==> src/rtl/dlt_pkg.sv <==
package dlt_pkg;
  localparam int unsigned DATA_W   = 32;
  localparam int unsigned USEC_W   = 21;
  localparam int unsigned USEC_LSB = 10;
  localparam int unsigned FLAG_BIT = DATA_W - 1;

  typedef logic [USEC_W-1:0] usec_t;
  typedef logic [DATA_W-1:0] word_t;

  function automatic word_t pack_word(input logic flag, input usec_t val);
    word_t w;
    w = '0;
    w[FLAG_BIT] = flag;
    w[USEC_LSB +: USEC_W] = val;
    return w;
  endfunction
endpackage

==> src/rtl/dlt_channel.sv <==
module dlt_channel
  import dlt_pkg::*;
(
  input  logic  clk_i,
  input  logic  rst_ni,
  input  logic  tick_i,
  input  logic  lim_we_i,
  input  usec_t lim_wval_i,
  input  logic  lim_rd_i,
  output usec_t cnt_o,
  output usec_t lim_o,
  output logic  flag_o
);
  localparam usec_t ONE = usec_t'(1);

  usec_t cnt_q, lim_q, cnt_inc;
  logic  flag_q, active, hit;

  assign active  = lim_q > ONE;
  assign cnt_inc = cnt_q + ONE;
  // >= keeps the channel safe even if count ever passes the limit
  assign hit     = tick_i && active && (cnt_inc >= lim_q);

  always_ff @(posedge clk_i or negedge rst_ni) begin
    if (!rst_ni) begin
      cnt_q  <= ONE;
      lim_q  <= '0;
      flag_q <= 1'b0;
    end else if (lim_we_i) begin
      lim_q  <= lim_wval_i;
      cnt_q  <= ONE;
      flag_q <= 1'b0;
    end else begin
      if (tick_i && active) cnt_q <= hit ? ONE : cnt_inc;
      if (hit)           flag_q <= 1'b1;  // set beats read-clear
      else if (lim_rd_i) flag_q <= 1'b0;
    end
  end

  assign cnt_o  = cnt_q;
  assign lim_o  = lim_q;
  assign flag_o = flag_q;

  p_cnt_nonzero_r2: assert property (@(posedge clk_i) disable iff (!rst_ni)
    cnt_q != '0);
  p_cnt_in_range_r2: assert property (@(posedge clk_i) disable iff (!rst_ni)
    active |-> (cnt_q < lim_q));
  p_flag_after_tick_r3: assert property (@(posedge clk_i) disable iff (!rst_ni)
    $rose(flag_q) |-> ($past(tick_i) && cnt_q == ONE));
  p_rd_clears_r4: assert property (@(posedge clk_i) disable iff (!rst_ni)
    (lim_rd_i && !tick_i) |=> !flag_q);
  p_lim_we_restart_r5: assert property (@(posedge clk_i) disable iff (!rst_ni)
    lim_we_i |=> (cnt_q == ONE && !flag_q));
  p_idle_hold_r6: assert property (@(posedge clk_i) disable iff (!rst_ni)
    !active |-> (cnt_q == ONE && !flag_q));
endmodule

==> src/rtl/dlt_regif.sv <==
module dlt_regif
  import dlt_pkg::*;
#(
  parameter int unsigned N_CH   = 2,
  parameter int unsigned ADDR_W = 2
) (
  input  logic                  clk_i,
  input  logic                  rst_ni,
  input  logic                  req_i,
  input  logic                  we_i,
  input  logic [ADDR_W-1:0]     addr_i,
  input  word_t                 wdata_i,
  input  usec_t [N_CH-1:0]      cnt_i,
  input  usec_t [N_CH-1:0]      lim_i,
  input  logic  [N_CH-1:0]      flag_i,
  output logic  [N_CH-1:0]      lim_we_o,
  output logic  [N_CH-1:0]      lim_rd_o,
  output usec_t                 lim_wval_o,
  output word_t                 rdata_o
);
  localparam int unsigned CH_W = ADDR_W - 1;

  logic [CH_W-1:0] ch_idx;
  logic            is_lim;
  word_t           rd_word, rdata_q;
  logic            unused_wbits;

  assign ch_idx = addr_i[ADDR_W-1:1];
  assign is_lim = addr_i[0];

  assign lim_wval_o   = wdata_i[USEC_LSB +: USEC_W];
  assign unused_wbits = ^{wdata_i[FLAG_BIT], wdata_i[USEC_LSB-1:0]};

  for (genvar c = 0; c < N_CH; c++) begin : g_strobe
    assign lim_we_o[c] = req_i &&  we_i && is_lim && (ch_idx == CH_W'(c));
    assign lim_rd_o[c] = req_i && !we_i && is_lim && (ch_idx == CH_W'(c));
  end

  always_comb begin
    if (is_lim) rd_word = pack_word(flag_i[ch_idx], lim_i[ch_idx]);
    else        rd_word = pack_word(flag_i[ch_idx], cnt_i[ch_idx]);
  end

  always_ff @(posedge clk_i or negedge rst_ni) begin
    if (!rst_ni)             rdata_q <= '0;
    else if (req_i && !we_i) rdata_q <= rd_word;
  end

  assign rdata_o = rdata_q;

  p_one_strobe_r7: assert property (@(posedge clk_i) disable iff (!rst_ni)
    $onehot0({lim_we_o, lim_rd_o}));
  p_rdata_hold_r7: assert property (@(posedge clk_i) disable iff (!rst_ni)
    !(req_i && !we_i) |=> $stable(rdata_o));
  p_pad_zero_r7: assert property (@(posedge clk_i) disable iff (!rst_ni)
    rdata_o[USEC_LSB-1:0] == '0);
endmodule

==> src/rtl/dual_limit_timer.sv <==
module dual_limit_timer
  import dlt_pkg::*;
#(
  parameter int unsigned N_CH   = 2,
  parameter int unsigned ADDR_W = $clog2(2 * N_CH)
) (
  input  logic              clk_i,
  input  logic              rst_ni,
  input  logic              tick_i,
  input  logic              req_i,
  input  logic              we_i,
  input  logic [ADDR_W-1:0] addr_i,
  input  logic [31:0]       wdata_i,
  output logic [31:0]       rdata_o,
  output logic [N_CH-1:0]   irq_o
);
  usec_t [N_CH-1:0] cnt, lim;
  logic  [N_CH-1:0] flag, lim_we, lim_rd;
  usec_t            lim_wval;

  dlt_regif #(.N_CH(N_CH), .ADDR_W(ADDR_W)) u_regif (
    .clk_i      (clk_i),
    .rst_ni     (rst_ni),
    .req_i      (req_i),
    .we_i       (we_i),
    .addr_i     (addr_i),
    .wdata_i    (wdata_i),
    .cnt_i      (cnt),
    .lim_i      (lim),
    .flag_i     (flag),
    .lim_we_o   (lim_we),
    .lim_rd_o   (lim_rd),
    .lim_wval_o (lim_wval),
    .rdata_o    (rdata_o)
  );

  for (genvar c = 0; c < N_CH; c++) begin : g_ch
    dlt_channel u_ch (
      .clk_i      (clk_i),
      .rst_ni     (rst_ni),
      .tick_i     (tick_i),
      .lim_we_i   (lim_we[c]),
      .lim_wval_i (lim_wval),
      .lim_rd_i   (lim_rd[c]),
      .cnt_o      (cnt[c]),
      .lim_o      (lim[c]),
      .flag_o     (flag[c])
    );
  end

  assign irq_o = flag;

  p_irq_clear_in_reset_r1: assert property (@(posedge clk_i)
    !rst_ni |-> (irq_o == '0));
  p_irq_sticky_r3: assert property (@(posedge clk_i) disable iff (!rst_ni)
    ($past(irq_o[0]) && !$past(req_i)) |-> irq_o[0]);
endmodule

==> config.mk <==
export PLATFORM = sky130hd
export DESIGN_NAME = dual_limit_timer
export DESIGN_NICKNAME = d
export VERILOG_FILES = /design/src/rtl/dlt_pkg.sv /design/src/rtl/dlt_channel.sv /design/src/rtl/dlt_regif.sv /design/src/rtl/dual_limit_timer.sv
export SDC_FILE = /design/constraint.sdc
export NUM_CORES = 1
export LEC_CHECK = 0
export BUFFER_PORTS_ARGS = -buffer_cell sky130_fd_sc_hd__buf_2
export CAP_MARGIN = 10
export CELL_PAD_IN_SITES_DETAIL_PLACEMENT = 0
export CELL_PAD_IN_SITES_GLOBAL_PLACEMENT = 1
export CORE_MARGIN = 2
export CORE_UTILIZATION = 47
export CTS_CLUSTER_SIZE = 10
export DETAILED_ROUTE_END_ITERATION = 6
export PLACE_DENSITY = 0.83
export SLEW_MARGIN = 25
export SYNTH_ARGS = -nofsm -noshare
export SYNTH_HDL_FRONTEND = slang
export SYNTH_SLANG_ARGS = --single-unit
==> constraint.sdc <==
create_clock -name clk_i -period 4.7 [get_ports clk_i]
set_input_delay 0.47 -clock clk_i [delete_from_list [all_inputs] [get_ports clk_i]]
set_output_delay 0.47 -clock clk_i [all_outputs]
set_load 0.01 [all_outputs]
==> reports/results.tsv <==
metric	value	unit
pre-CTS WS	613	ps
WL/cell	19.2	um
sequential-to-total area share from yosys stat	0.397	
most frequent cells in the layout	dfrtp_1 (106), nand2_1 (74), inv_1 (50), buf_2 (50), ha_1 (44)	
FF+latch area	0.00271	mm2
multi-input logic area	0.00366	mm2
main flop type after synthesis	dfrtp_1	
Routed WL	16.9	mm
Synth Area in XOR/XNOR	0.0526	
fin crit period	4100	ps
Slew @ Worst Pin	763	ps
Setup Buffers After CTS	0	
layout cell share with drive strength beyond 1	0.216	
wire length of the first global-routing pass	27.7	mm
Post-synth EDFFs	0	
DR iter-0 viols	485	
fillers	1243	
largest net degree at the start of global routing	74	
core area	0.0140	mm2
commonest non-fill, non-tap cell in the layout	dfrtp_1	
simple-gate share of the synthesized area	0.158	
Clk Latency, worst-skew pair	360	ps
Tcrit/Tclk final	0.871	
Die Span Y	124	um
Slew Viols, Final	0	
DRC Markers	0	
mux contribution to synthesized area	0.144	
CTS tree	built	
gr usage total	0.227	
clk_skew	7.36	ps
CTS clk-pin slew, worst paths	70	ps
initial antenna violation count	0	
die area	0.0155	mm2
largest family of logic cells by synthesized area	simple AND/OR/NAND/NOR gates	
I/O pin count	73	
Final #Nets	778	
Cell Area, Placed	0.00708	mm2
max-cap violation count	0	
Initial Utilization	0.485	
# H-tree levels	3	
ys async rst share	1.00	
Mean Syn Cell Area	10.3	um2
flops & latches, synth	108	
Slew headroom	0.491	
Gate Count Post-Synth	664	
final design area excluding fillers	0.00741	mm2
DP Wirelength	12.6	mm
Synth Area in Adders	0.0809	
ant diodes	0	
Area Growth Syn to Fin	8.86	%
outcome	completed	
Yosys cell types	66	
Initial DRT Pass Iterations	5	
# port buffers	51	
GRT overflow	0	
max frequency	0.244	GHz
via total after detailed routing	5088	
Vias/cell	5.78	
crit path capture type	flip-flop	
met2 wire length	7.92	mm
Final setup viols	0	
worst setup path category	reg -> reg	
post-route setup TNS	0	ps
startpoint types	flip-flop	
Ys Warns	0	
hold_buf cts	0	
RSZ-0062 raised after global routing	no	
clk sinks	108	
total CTS buffers	9	
metal1 wirelength	7.77	mm
Synth Area in Compound Gates	0.0946	
hold slack final	142	ps
routability cong.	0.868	
Root Driver	clkbuf_16	
post-CTS sizing	0	
number of global-route vias before repair	5105	
top sig layer	met4	
final hold viol count	0	
met3 WL post-DR	680	um
final worst-path setup slack	604	ps
FP Rows	43	
Routed Antenna Nets	0	
arrival time worst endpoint	4340	ps
peak supply drop	0.164	mV
Leak	0.00351	uW
Worst Path Required	4940	ps
clock tree buffer depth	2	
Chip Width	124	um
Max FO, Critical Path	14	
Post-Syn Area	0.00681	mm2
PwrDens	392	mW/mm2
worst min path class	in -> async	
layer usage:
metal  GRT usage  up-vias
li1            -     2394
met1       0.322     2530
met2       0.354      133
met3      0.0258       31
met4      0.0952        0
met5           0        -
report_power, final:
part | total (uW) | internal [uW] | switching (uW)
Clock | 824 | 471 | 352
Sequential | 1310 | 1100 | 207
Combinational | 775 | 371 | 404
Total | 2910 | 1940 | 963
flip-flops by register name, indices dropped and copies added (netlist names):
register,flops
g_ch.u_ch.cnt_o,42
g_ch.u_ch.flag_o,2
g_ch.u_ch.lim_o,42
u_regif.rdata_o,22
metrics by stage:
step,total power (uW),cells,utilization
final,2910,880,0.528
after global routing,3070,880,0.528
after CTS,2910,880,0.527
after detailed placement,2100,864,0.505
after global placement,2050,864,0.505
after floorplan,1830,673,-
area by class of cell:
class / instances / share of cell area
clock buffers: 13 / 0.0378
clock inverters: 3 / 0.00574
inverters: 50 / 0.0253
multi-input cells: 468 / 0.493
flip-flops and latches: 108 / 0.365
well taps: 180 / 0.0304
repair buffers: 58 / 0.0424
path summary, 6_finish.rpt:
path	from	endpoint	slack, ps	depth (start not counted)
worst max register to register	g_ch[1].u_ch.cnt_o[0]	g_ch[1].u_ch.cnt_o[4]	600	14
max in group asynchronous	rst_ni	g_ch[1].u_ch.lim_o[5]	3610	2
min in group clk_i	wdata_i[13]	g_ch[0].u_ch.lim_o[3]	340	3
worst min register to register	u_regif.rdata_o[10]	u_regif.rdata_o[10]	510	1
worst max-delay path	g_ch[1].u_ch.cnt_o[0]	g_ch[1].u_ch.cnt_o[4]	600	14
worst min-delay path	rst_ni	g_ch[1].u_ch.cnt_o[1]	140	1
critical path, stage by stage, from the launching register on:
cell and delay [ps]:
dfstp_2 590, ha_1 270, and4_1 290, nand3_1 120, or3_1 400, and2_1 200, or2_1 230, ha_1 290
nand2_1 60, or3_1 370, nor3_1 190, a211oi_1 90, buf_4 200, and2_1 340, a22o_1 320
cells by family after synthesis:
group	Yosys count
flip-flops	108
XOR/XNOR	40
AO/OA/AOI/OAI	103
buffers and inverters	97
AND/OR/NAND/NOR	205
multiplexers	66
other	1
adder cells (fa/ha/maj)	44
cells in the mapped netlist (all sizes together) (15+ instances only):
cell / count / area share
nor2: 25 / 0.014
mux2: 42 / 0.069
nand2: 75 / 0.042
xnor2: 22 / 0.028
mux4: 21 / 0.070
a21oi: 28 / 0.021
o21ai: 34 / 0.025
nor4: 15 / 0.017
xor2: 18 / 0.024
nand3: 22 / 0.016
buf: 29 / 0.028
ha: 44 / 0.081
clkbuf: 18 / 0.016
inv: 50 / 0.028
dfrtp: 106 / 0.39
No activity file was read; power rests on OpenSTA's default activity.
